**config.mk**
```make
export PLATFORM = sky130hd
export DESIGN_NAME = fetch_skid_stage
export DESIGN_NICKNAME = d
export VERILOG_FILES = /design/src/rtl/fsk_pkg.sv /design/src/rtl/fsk_thread_buf.sv /design/src/rtl/fsk_slot_engine.sv /design/src/rtl/fsk_cycle_stats.sv /design/src/rtl/fetch_skid_stage.sv
export SDC_FILE = /design/constraint.sdc
export NUM_CORES = 1
export LEC_CHECK = 0
export BUFFER_PORTS_ARGS = -buffer_cell sky130_fd_sc_hd__buf_2
export CORE_ASPECT_RATIO = 2
export CORE_MARGIN = 5
export CORE_UTILIZATION = 64
export DETAILED_ROUTE_END_ITERATION = 8
export MAX_ROUTING_LAYER = met4
export PLACE_DENSITY = 0.95
export SLEW_MARGIN = 20
export SYNTH_ARGS = -nofsm -noshare
export SYNTH_HDL_FRONTEND = slang
export SYNTH_HIERARCHICAL = 1
export SYNTH_SLANG_ARGS = --single-unit
```
**constraint.sdc**
```tcl
create_clock -name clk -period 8.8 [get_ports clk]
set_input_delay 0.44 -clock clk [delete_from_list [all_inputs] [get_ports clk]]
set_output_delay 0.44 -clock clk [all_outputs]
set_load 0.05 [all_outputs]
```
**src/rtl/fsk_pkg.sv**
```systemverilog
package fsk_pkg;
  parameter int unsigned SEQ_W = 16;
  typedef logic [SEQ_W-1:0] seq_t;
endpackage

```
**src/rtl/fsk_thread_buf.sv**
```systemverilog
module fsk_thread_buf
  import fsk_pkg::*;
#(
  parameter int unsigned DEPTH  = 2,
  parameter int unsigned PEEK_N = 2,
  localparam int unsigned PTR_W = (DEPTH > 1) ? $clog2(DEPTH) : 1,
  localparam int unsigned CW    = $clog2(DEPTH + 1)
) (
  input  logic                         clk,
  input  logic                         rst_n,
  input  logic                         sq_en,
  input  seq_t                         sq_lim,
  input  logic [CW-1:0]                pop_n,
  input  logic                         push,
  input  seq_t                         push_seq,
  output logic [CW-1:0]                count,
  output logic [PEEK_N-1:0][SEQ_W-1:0] peek,
  output logic                         empty
);
  seq_t              mem [DEPTH];
  logic [PTR_W-1:0]  rd_ptr, rd_ptr_nx;
  logic [CW-1:0]     cnt_nx;
  logic [CW-1:0]     drop_n;
  logic [PTR_W-1:0]  wr_idx;
  logic              wr_en;

  // leading run of entries younger than the squash limit
  always_comb begin
    logic run;
    run    = 1'b1;
    drop_n = '0;
    for (int i = 0; i < int'(DEPTH); i++) begin
      if (run && (i < int'(count)) && (mem[PTR_W'(rd_ptr + PTR_W'(i))] > sq_lim))
        drop_n = drop_n + 1'b1;
      else
        run = 1'b0;
    end
  end

  always_comb begin
    for (int k = 0; k < int'(PEEK_N); k++)
      peek[k] = mem[PTR_W'(rd_ptr + PTR_W'(k))];
  end

  assign wr_idx = PTR_W'(rd_ptr + PTR_W'(count));
  assign empty  = (count == '0);

  always_comb begin
    rd_ptr_nx = rd_ptr;
    cnt_nx    = count;
    wr_en     = 1'b0;
    if (sq_en) begin
      rd_ptr_nx = PTR_W'(rd_ptr + PTR_W'(drop_n));
      cnt_nx    = count - drop_n;
    end else begin
      wr_en     = push && (count - pop_n < CW'(DEPTH));
      rd_ptr_nx = PTR_W'(rd_ptr + PTR_W'(pop_n));
      cnt_nx    = count - pop_n + CW'(wr_en);
    end
  end

  always_ff @(posedge clk or negedge rst_n) begin
    if (!rst_n) begin
      rd_ptr <= '0;
      count  <= '0;
    end else begin
      rd_ptr <= rd_ptr_nx;
      count  <= cnt_nx;
    end
  end

  always_ff @(posedge clk) begin
    if (wr_en) mem[wr_idx] <= push_seq;
  end
endmodule

```
**src/rtl/fsk_slot_engine.sv**
```systemverilog
module fsk_slot_engine
  import fsk_pkg::*;
#(
  parameter int unsigned SLOTS = 2,
  parameter int unsigned DEPTH = 2,
  localparam int unsigned CW   = $clog2(DEPTH + 1),
  localparam int unsigned NW   = $clog2(SLOTS + 1)
) (
  input  logic                        en,
  input  logic [CW-1:0]               buf_cnt,
  input  logic [SLOTS-1:0][SEQ_W-1:0] peek,
  input  seq_t                        next_seq,
  input  logic [SLOTS-1:0]            svc,
  input  logic [SLOTS-1:0]            done,
  input  logic [SLOTS-1:0]            sent,
  output logic [CW-1:0]               pop_n,
  output logic                        push,
  output seq_t                        push_seq,
  output logic [NW-1:0]               new_n,
  output logic                        block,
  output logic [SLOTS-1:0]            out_vld,
  output logic [SLOTS-1:0][SEQ_W-1:0] out_seq,
  output logic [NW-1:0]               n_proc
);
  always_comb begin
    int   pops, news, procd;
    logic active, from_buf;
    seq_t s;
    pops     = 0;
    news     = 0;
    procd    = 0;
    active   = en;
    push     = 1'b0;
    push_seq = '0;
    block    = 1'b0;
    out_vld  = '0;
    out_seq  = '0;
    for (int k = 0; k < int'(SLOTS); k++) begin
      from_buf = (int'(buf_cnt) > pops);
      s        = from_buf ? seq_t'(peek[pops]) : seq_t'(next_seq + SEQ_W'(news));
      if (active) begin
        out_seq[k] = s;
        if (svc[k]) procd++;
        if (done[k] && sent[k]) begin
          out_vld[k] = 1'b1;
          if (from_buf) pops++;
          else          news++;
        end else begin
          if (!from_buf) begin
            push     = 1'b1;
            push_seq = s;
            news++;
          end
          block  = 1'b1;
          active = 1'b0;
        end
      end
    end
    pop_n  = CW'(pops);
    new_n  = NW'(news);
    n_proc = NW'(procd);
  end
endmodule

```
**src/rtl/fsk_cycle_stats.sv**
```systemverilog
module fsk_cycle_stats #(
  parameter int unsigned SLOTS = 2,
  parameter int unsigned CNT_W = 16,
  localparam int unsigned NW   = $clog2(SLOTS + 1)
) (
  input  logic             clk,
  input  logic             rst_n,
  input  logic [NW-1:0]    n_proc,
  output logic [CNT_W-1:0] run_cnt,
  output logic [CNT_W-1:0] idle_cnt,
  output logic             idle
);
  logic             worked;
  logic [CNT_W-1:0] run_nx, idle_cnt_nx;

  assign worked      = (n_proc != '0);
  assign run_nx      = worked ? run_cnt + 1'b1 : run_cnt;
  assign idle_cnt_nx = worked ? idle_cnt : idle_cnt + 1'b1;

  always_ff @(posedge clk or negedge rst_n) begin
    if (!rst_n) begin
      run_cnt  <= '0;
      idle_cnt <= '0;
      idle     <= 1'b0;
    end else begin
      run_cnt  <= run_nx;
      idle_cnt <= idle_cnt_nx;
      idle     <= !worked;
    end
  end
endmodule

```
**src/rtl/fetch_skid_stage.sv**
```systemverilog
module fetch_skid_stage
  import fsk_pkg::*;
#(
  parameter int unsigned THREADS = 2,
  parameter int unsigned SLOTS   = 2,
  parameter int unsigned DEPTH   = 2,
  parameter int unsigned CNT_W   = 16,
  localparam int unsigned TID_W  = (THREADS > 1) ? $clog2(THREADS) : 1,
  localparam int unsigned CW     = $clog2(DEPTH + 1),
  localparam int unsigned NW     = $clog2(SLOTS + 1)
) (
  input  logic                     clk,
  input  logic                     rst_n,
  input  logic                     go,
  input  logic [TID_W-1:0]         go_tid,
  input  logic [SLOTS-1:0]         slot_svc,
  input  logic [SLOTS-1:0]         slot_done,
  input  logic [SLOTS-1:0]         slot_sent,
  input  logic                     sq_valid,
  input  logic [TID_W-1:0]         sq_tid,
  input  logic [SEQ_W-1:0]         sq_seq,
  input  logic                     sq_mem,
  input  logic                     unblk_valid,
  input  logic [TID_W-1:0]         unblk_tid,
  output logic [SLOTS-1:0]         out_vld,
  output logic [SLOTS*SEQ_W-1:0]   out_seq,
  output logic [THREADS-1:0]       blocked,
  output logic [THREADS-1:0]       buf_empty,
  output logic [THREADS*SEQ_W-1:0] head_seq,
  output logic [CNT_W-1:0]         run_cnt,
  output logic [CNT_W-1:0]         idle_cnt,
  output logic                     idle
);
  seq_t                        sq_lim;
  logic                        sel_blocked, sel_squashed, proc_en;
  logic [CW-1:0]               sel_cnt;
  logic [SLOTS-1:0][SEQ_W-1:0] sel_peek;
  seq_t                        sel_next;

  logic [CW-1:0]               eng_pop;
  logic                        eng_push, eng_block;
  seq_t                        eng_push_seq;
  logic [NW-1:0]               eng_new, eng_proc;
  logic [SLOTS-1:0][SEQ_W-1:0] eng_seq;

  logic [THREADS-1:0][CW-1:0]               t_cnt;
  logic [THREADS-1:0][SLOTS-1:0][SEQ_W-1:0] t_peek;
  seq_t                                     t_next    [THREADS];
  seq_t                                     t_next_nx [THREADS];
  logic [THREADS-1:0]                       blocked_nx;

  assign sq_lim       = sq_mem ? seq_t'(sq_seq + 1'b1) : sq_seq;
  assign sel_squashed = sq_valid && (sq_tid == go_tid);

  // thread mux for the engine
  always_comb begin
    sel_blocked = 1'b0;
    sel_cnt     = '0;
    sel_peek    = '0;
    sel_next    = '0;
    for (int t = 0; t < int'(THREADS); t++) begin
      if (go_tid == TID_W'(t)) begin
        sel_blocked = blocked[t];
        sel_cnt     = t_cnt[t];
        sel_peek    = t_peek[t];
        sel_next    = t_next[t];
      end
    end
  end

  assign proc_en = go && !sel_blocked && !sel_squashed;

  fsk_slot_engine #(.SLOTS(SLOTS), .DEPTH(DEPTH)) u_eng (
    .en       (proc_en),
    .buf_cnt  (sel_cnt),
    .peek     (sel_peek),
    .next_seq (sel_next),
    .svc      (slot_svc),
    .done     (slot_done),
    .sent     (slot_sent),
    .pop_n    (eng_pop),
    .push     (eng_push),
    .push_seq (eng_push_seq),
    .new_n    (eng_new),
    .block    (eng_block),
    .out_vld  (out_vld),
    .out_seq  (eng_seq),
    .n_proc   (eng_proc)
  );

  assign out_seq = eng_seq;

  generate
    for (genvar t = 0; t < THREADS; t++) begin : g_thr
      logic          mine;
      logic [CW-1:0] pop_t;
      logic          push_t;
      logic [SLOTS-1:0][SEQ_W-1:0] pk;

      assign mine   = proc_en && (go_tid == TID_W'(t));
      assign pop_t  = mine ? eng_pop : '0;
      assign push_t = mine && eng_push;

      fsk_thread_buf #(.DEPTH(DEPTH), .PEEK_N(SLOTS)) u_buf (
        .clk      (clk),
        .rst_n    (rst_n),
        .sq_en    (sq_valid && (sq_tid == TID_W'(t))),
        .sq_lim   (sq_lim),
        .pop_n    (pop_t),
        .push     (push_t),
        .push_seq (eng_push_seq),
        .count    (t_cnt[t]),
        .peek     (pk),
        .empty    (buf_empty[t])
      );

      assign t_peek[t] = pk;
      assign head_seq[t*SEQ_W +: SEQ_W] = pk[0];

      always_comb begin
        t_next_nx[t]  = mine ? seq_t'(t_next[t] + SEQ_W'(eng_new)) : t_next[t];
        blocked_nx[t] = blocked[t];
        if (unblk_valid && (unblk_tid == TID_W'(t))) blocked_nx[t] = 1'b0;
        if (mine && eng_block)                       blocked_nx[t] = 1'b1;
      end

      always_ff @(posedge clk or negedge rst_n) begin
        if (!rst_n) begin
          t_next[t]  <= seq_t'(1);
          blocked[t] <= 1'b0;
        end else begin
          t_next[t]  <= t_next_nx[t];
          blocked[t] <= blocked_nx[t];
        end
      end
    end
  endgenerate

  fsk_cycle_stats #(.SLOTS(SLOTS), .CNT_W(CNT_W)) u_stats (
    .clk      (clk),
    .rst_n    (rst_n),
    .n_proc   (eng_proc),
    .run_cnt  (run_cnt),
    .idle_cnt (idle_cnt),
    .idle     (idle)
  );
endmodule

```
==> flow_summary.ini, run 1 <==
[global_routing]
globalRoute.busiestLayer = met2
globalRouteTotalUtil_pct = 32.09
globalRouteMet3Util_pct = 5.064
global_route.usage.met1_pct = 33.22
grt_first_pass_wirelength_um = 46490
use_met2_pct = 56.18
number_of_antenna_violations_at_the_first_check_in_global_routing = 0
number_of_global_route_vias_before_repair = 9069
gr-total-overflow = 0
grt_start_max_net_pins = 74

[synthesis]
syn_area_um2 = 10340
synth_nets = 1119
ys_dominant_reg_cell = sky130_fd_sc_hd__dfrtp_1
ys_ff_latch = 137
cell_count_after_synthesis = 1002
postSynthAreaPerCell_um2 = 10.32
yosysWarningCount = 6
post_synth_num_cell_types = 73
number_of_enable_type_register_cells_in_the_synthesized_netlist = 64
synth-async-reset-ratio_pct = 53.28
proportion_of_synthesized_chip_area_in_sequential_cells_pct = 36.29

[critical_path]
slowest_stage = sky130_fd_sc_hd__nand3_1
critical_path_start = go_tid
worst_path_most_repeated_cell = sky130_fd_sc_hd__ha_1
cpPeakStageDelay_ns = 0.69
reg2reg_from = blocked[1]
setup.worst_path.end_class = register
path_buf_inv = 4
worstSetupPathType = primary input to register
required_time_at_the_worst_slack_endpoint_ns = 8.90
path_cells = buf_2, buf_4, a21oi_1, nor2b_1, nand3_1, nor2_1, ha_1, o21ba_2, inv_1, ha_1, nor2_1, a211oi_1, and2_1, ha_1, xor2_1, xnor2_1, nand2_1, nor3b_2, buf_4
worstSetupStartpointType = primary input
crit_path_max_fo = 58
critical_path_arrival_ns = 5.80
crit_family = simple AND/OR/NAND/NOR gates

[timing]
timing_worst_slew_pin_value_ns = 1.042
timing.max_slew.rel_slack_pct = 30.23
timing.final.crit_share_pct = 64.73
hold-worst-slack_ns = 0.2359
setup_ws_ns = 3.104
setup_total_negative_slack_ns = 0
clock.fmax_mhz = 175.6
min_period_ns = 5.696
final-hold-violation-count = 0
fin_skew_ns = 0.01124
setup_viols_final = 0
timing_max_transition_violations_final = 0
grt_setup_unrepaired = false

[floorplan]
core_um2 = 15860
initial_core_util_pct = 65.18
die_height_um = 189.7
fp-row-count = 65
chipWidth_um = 99.86
fp.dieArea_um2 = 18950
io_pins = 134

[clock_tree]
h-tree-depth = 4
cts_hold_buf = 0
numCtsBuffers = 17
post-cts-setup-buffers = 0
clockRootBuffer = sky130_fd_sc_hd__clkbuf_16
tritoncts_num_sinks = 137
post_cts_resize_count = 0
cts-root-to-sink-buffers = 2
tritoncts = done
clk_transition_reported_paths_ns = 0.06
clock_insertion_delay_worst_skew_ns = 0.43

[pwr]
ir_drop_v = 0.0002164
power.density_nw_per_um2 = 248.4
design_power_total_mw = 2.932
leakagePower_nw = 5.228

[final_layout]
finish.instance_area_um2 = 11800
insertedDiodeCount = 0
area.growth.synth_to_final_pct = 14.20
finish.net_count = 1242
finish.cell_count_without_fillers = 1339
post-route-util_pct = 74.43
fraction_of_final_layout_cells_with_drive_strength_greater_than_1_pct = 29.26

[routing]
routed_via_density = 6.445
dr_vias = 8630
postRouteWirelength_um = 29140
drt_pre_antenna_iters = 6
ant_nets = 0
detailedRoute.firstIterationViolations = 793
post-route-drc-count = 0
wl_per_cell_um = 21.76

[place]
dp_cells = 1307
port-buffer-count = 133
post_dp_cell_area_um2 = 11170
detailedPlacementHpwl_um = 22080
final_gp_congestion = 0.9658
dpl_worst_slack_ns = 2.861

[outcome]
run_status = complete, no violations

[flow_run]
max_cap_viol_count = 0

[hold_path]
hold_path_class = primary input to async pin
kinds of logic after synthesis:
group                    share of synthesized area [%]
flip-flops                                       36.29
adder cells (fa/ha/maj)                          10.56
buffers and inverters                            3.983
multiplexers                                     13.50
AND/OR/NAND/NOR                                  17.47
XOR/XNOR                                         8.377
AO/OA/AOI/OAI                                    9.829
state kept, by name (all words and copies together) (netlist names):
signal	cells
t_next	32
g_thr.u_buf/mem	64
blocked	2
g_thr.u_buf/count	4
g_thr.u_buf/rd_ptr	2
u_stats/idle	1
u_stats/idle_cnt	16
u_stats/run_cnt	16
cell type report:
| type | count | area (µm²) |
|---|---|---|
| Clock buffer | 25 | 559.3 |
| Inverter | 57 | 219.0 |
| Tap cell | 201 | 251.5 |
| Multi-Input combinational cell | 767 | 6196 |
| Sequential cell | 137 | 3751 |
| Clock inverter | 7 | 71.32 |
| Fill cell | 1062 | 4055 |
| Timing Repair Buffer | 145 | 755.7 |
per-layer routing:
layer / routed length (µm) / vias up / part of all wire, %
li1: - / 3892 / -
met1: 10120 / 4131 / 35
met2: 15380 / 457 / 53
met3: 1733 / 150 / 5.9
met4: 1910 / 0 / 6.6
met5: 0 / - / 0
synthesized netlist by cell type, drive strengths merged (10+ instances only):
cell | number | area [µm²]
and2 | 16 | 100.1
mux2 | 115 | 1295
nand2 | 98 | 370.4
mux2i | 10 | 100.1
a21o | 14 | 106.4
buf | 24 | 128.9
a21oi | 53 | 265.3
nor3 | 18 | 105.1
and4 | 12 | 105.1
a21boi | 20 | 153.9
nand4 | 41 | 299.0
nor2 | 26 | 97.59
nor4 | 12 | 175.2
xnor2 | 75 | 656.9
nor2b | 10 | 65.06
o21ai | 19 | 95.09
ha | 84 | 1051
and3 | 14 | 97.59
nand3 | 37 | 202.7
inv | 56 | 210.2
clkbuf | 17 | 63.81
xor2 | 23 | 209.0
edfxtp | 64 | 1922
dfrtp | 71 | 1777
placed cells by master, fill, tap and decap left out, types with 3 or more instances in the layout:
cell / synthesis / routed
sky130_fd_sc_hd__xor2_1: 22 / 22
sky130_fd_sc_hd__nor4_2: 4 / 4
sky130_fd_sc_hd__a21o_1: 13 / 13
sky130_fd_sc_hd__a311oi_1: 5 / 5
sky130_fd_sc_hd__and2_1: 15 / 15
sky130_fd_sc_hd__mux2_2: 115 / 115
sky130_fd_sc_hd__o21ai_0: 18 / 18
sky130_fd_sc_hd__a21oi_1: 53 / 53
sky130_fd_sc_hd__a221o_1: 3 / 3
sky130_fd_sc_hd__nor4_4: 5 / 5
sky130_fd_sc_hd__ha_1: 84 / 84
sky130_fd_sc_hd__buf_2: 22 / 133
sky130_fd_sc_hd__nor4_1: 3 / 3
sky130_fd_sc_hd__nand2_1: 97 / 97
sky130_fd_sc_hd__and3_1: 12 / 12
sky130_fd_sc_hd__mux2i_1: 10 / 10
sky130_fd_sc_hd__nor2_1: 26 / 25
sky130_fd_sc_hd__nand3_1: 35 / 35
sky130_fd_sc_hd__buf_4: 1 / 12
sky130_fd_sc_hd__a22o_1: 7 / 7
sky130_fd_sc_hd__nand2b_1: 7 / 7
sky130_fd_sc_hd__a21boi_0: 18 / 18
sky130_fd_sc_hd__and4_1: 12 / 12
sky130_fd_sc_hd__nor2b_1: 9 / 9
sky130_fd_sc_hd__nand4_1: 37 / 37
sky130_fd_sc_hd__nor3_1: 15 / 13
sky130_fd_sc_hd__a211oi_1: 8 / 8
sky130_fd_sc_hd__edfxtp_1: 64 / 64
sky130_fd_sc_hd__clkbuf_8: 0 / 4
sky130_fd_sc_hd__dfrtp_1: 71 / 71
sky130_fd_sc_hd__nor3_2: 3 / 5
sky130_fd_sc_hd__xnor2_1: 75 / 75
sky130_fd_sc_hd__nand3b_1: 4 / 4
sky130_fd_sc_hd__inv_1: 56 / 56
sky130_fd_sc_hd__o211ai_1: 3 / 3
sky130_fd_sc_hd__clkbuf_16: 0 / 20
sky130_fd_sc_hd__nor3b_2: 1 / 3
sky130_fd_sc_hd__a31oi_1: 6 / 6
worst reg2reg max path, delay by kind of cell (launching register included):
family / cells / cell delay, ns
adders and majority gates: 3 / 0.79
and+or+nand+nor: 7 / 1.87
AOI/OAI and AO/OA: 4 / 1.15
xor gates and xnor gates: 2 / 0.45
DFF: 1 / 0.40
buffers and inverters: 2 / 0.64
power breakdown:
group / total (mW) / leakage (nW) / switching (mW) / internal (mW)
sequential: 0.801 / 1.54 / 0.0747 / 0.726
clock: 0.749 / 0.312 / 0.278 / 0.471
combinational: 1.38 / 3.38 / 0.914 / 0.467
total: 2.93 / 5.23 / 1.27 / 1.66
worst paths after layout:
kind | end | slack (ns) | cells past startpoint
hold / removal | blocked[1] | 0.24 | 2
setup / recovery | g_thr[0].u_buf/mem[0][15] | 3.10 | 19
min in group clk | blocked[1] | 0.34 | 3
setup reg to reg | g_thr[0].u_buf/mem[0][15] | 3.20 | 18
max in group asynchronous | t_next[11] | 7.95 | 2
hold reg to reg | u_stats/idle_cnt[15] | 0.47 | 1
Power figures use the tool's default switching activity.
==> inputs of run 2 (changes only) <==
CORE_UTILIZATION = 59   (was 64)
PLACE_DENSITY = 0.9   (was 0.95)
clock period = 5.7 ns   (was 8.8 ns; I/O delays follow)
==> flow_summary.ini, run 2 (synthesized netlist as in run 1, its figures left out) <==
[final_layout]
fraction_of_final_layout_cells_with_drive_strength_greater_than_1_pct = 29.36
finish.net_count = 1245
insertedDiodeCount = 0
layout.cells.most_common_list = sky130_fd_sc_hd__buf_2, sky130_fd_sc_hd__mux2_2, sky130_fd_sc_hd__nand2_1
largest_register_ff_count = 64
post-route-util_pct = 68.83
top_register = g_thr.u_buf/mem
n_fill_cell = 1261
mostFrequentLayoutCell = sky130_fd_sc_hd__buf_2
biggestRegsByFlops = g_thr.u_buf/mem (64), t_next (32)
area.growth.synth_to_final_pct = 15.01

[pwr]
p_sw_mw = 1.930
intPower_mw = 2.664
design_power_total_mw = 4.595
p_seq_share_pct = 28.2
combinationalPowerShare_pct = 44.8
leakagePower_nw = 5.263
ir_drop_v = 0.0003894
switching_share_pct = 42.02
clkPwrFrac_pct = 27.0
power.density_nw_per_um2 = 386.5

[critical_path]
critical_path_arrival_ns = 5.48
required_time_at_the_worst_slack_endpoint_ns = 6.03
crit_path_max_fo = 24
r2r_cells = 22
ff2ff_setup_slack_ns = 0.54
setup.worst_path.end_class = register
worstSetupStartpointType = register
worst_r2r_dst = g_thr[1].u_buf/count[1]
reg2reg_from = blocked[1]
worstSetupPathType = register to register

[floorplan]
fp.dieArea_um2 = 20430
chipWidth_um = 103.6
io_pins = 134
core_um2 = 17270
initial_core_util_pct = 59.84
fp-row-count = 68
die_height_um = 197.2

[timing]
timing.final.crit_share_pct = 90.49
grt_setup_unrepaired = false
timing_max_transition_violations_final = 0
hold-worst-slack_ns = 0.08209
timing_worst_slew_pin_value_ns = 1.070
fin_skew_ns = 0.008150
setup_total_negative_slack_ns = 0
timing.max_slew.rel_slack_pct = 28.69
final-hold-violation-count = 0
clock.fmax_mhz = 193.9
min_period_ns = 5.158
setup_viols_final = 0

[clock_tree]
clk_transition_reported_paths_ns = 0.06
cts-root-to-sink-buffers = 2
cts_hold_buf = 0
numCtsBuffers = 17
post-cts-setup-buffers = 0
post_cts_resize_count = 0
clock_insertion_delay_worst_skew_ns = 0.42
tritoncts = done
clockRootBuffer = sky130_fd_sc_hd__clkbuf_16
h-tree-depth = 4
tritoncts_num_sinks = 137

[routing]
postRouteWirelength_um = 28800
detailedRoute.firstIterationViolations = 771
drt_pre_antenna_iters = 8
routed_via_density = 6.386
ant_nets = 0
wl_per_cell_um = 21.32
post-route-drc-count = 0
dr_vias = 8628

[global_routing]
number_of_global_route_vias_before_repair = 8936
grt_start_max_net_pins = 74
number_of_antenna_violations_at_the_first_check_in_global_routing = 0
grt_first_pass_wirelength_um = 45770
globalRouteTotalUtil_pct = 28.87
gr-total-overflow = 0

[hold_path]
hold_path_class = primary input to async pin

[place]
final_gp_congestion = 0.9952
port-buffer-count = 133
detailedPlacementHpwl_um = 22030

[flow_run]
max_cap_viol_count = 0

[outcome]
run_status = complete, no violations
==> run 2: metrics by stage <==
stage / std cells / setup WS [ns] / instance area [µm²]
3_3_place_gp: 1319 / 0.7716 / 11210
5_1_grt: 1351 / 0.1885 / 11890
4_1_cts: 1351 / 0.6597 / 11880
3_5_place_dp: 1319 / 0.4806 / 11210
2_1_floorplan: 1002 / 0.09108 / 10340
6_report: 1351 / 0.5420 / 11890
==> run 2: layer usage <==
metal  part of all wire [%]  up-vias  global-route usage (%)
met5                      0        -                       -
met4                    7.3        0                   20.54
met3                    5.8      163                   4.645
met2                     53      454                   51.21
met1                     34     4100                   28.21
li1                       -     3911                       -
==> run 2: cell type report <==
type                       count  area [µm²]  share of cell area (%)
tap                          210       262.8                   2.210
multi-input combinational    767        6202                   52.17
timing repair buffer         148       778.2                   6.547
sequential                   137        3751                   31.55
clock buffer                  23       521.8                   4.389
clock inverter                 9       152.6                   1.284
inverter                      57       219.0                   1.842
==> run 2: worst max-delay path by stage <==
stage / slack, ns / to / from
2_1_floorplan: 0.09 / g_thr[1].u_buf/mem[0][0] / go_tid
3_3_place_gp: 0.77 / g_thr[0].u_buf/mem[0][8] / sq_valid
3_5_place_dp: 0.48 / g_thr[1].u_buf/count[1] / sq_valid
4_1_cts: 0.66 / g_thr[1].u_buf/count[1] / blocked[1]
5_1_grt: 0.19 / g_thr[1].u_buf/count[1] / blocked[1]
6_report: 0.54 / g_thr[1].u_buf/count[1] / blocked[1]
==> run 2: power groups by stage <==
stage          registers, mW  logic [mW]  clock network [mW]
2_1_floorplan           1.38        1.45                   0
3_3_place_gp            1.30        1.95                   0
3_5_place_dp            1.31        2.01                   0
4_1_cts                 1.29        2.04                1.25
5_1_grt                 1.31        2.20                1.29
6_report                1.29        2.06                1.24
==> run 2: worst max-delay path, stage by stage (launching register included) <==
cell and delay, ns:
sky130_fd_sc_hd__dfrtp_1 0.40, sky130_fd_sc_hd__a21oi_1 0.28, sky130_fd_sc_hd__a21oi_1 0.12, sky130_fd_sc_hd__nor2b_1 0.17, sky130_fd_sc_hd__nand3_1 0.09, sky130_fd_sc_hd__buf_4 0.23, sky130_fd_sc_hd__nor2_1 0.20, sky130_fd_sc_hd__ha_1 0.21
sky130_fd_sc_hd__o21ba_2 0.51, sky130_fd_sc_hd__inv_1 0.36, sky130_fd_sc_hd__ha_1 0.38, sky130_fd_sc_hd__nor2_1 0.05, sky130_fd_sc_hd__a211oi_1 0.32, sky130_fd_sc_hd__and2_1 0.23, sky130_fd_sc_hd__ha_1 0.18, sky130_fd_sc_hd__xor2_1 0.25
sky130_fd_sc_hd__xnor2_1 0.11, sky130_fd_sc_hd__nand2_1 0.16, sky130_fd_sc_hd__inv_1 0.06, sky130_fd_sc_hd__ha_1 0.18, sky130_fd_sc_hd__xnor2_1 0.13, sky130_fd_sc_hd__o21ai_0 0.23, sky130_fd_sc_hd__xnor2_1 0.19
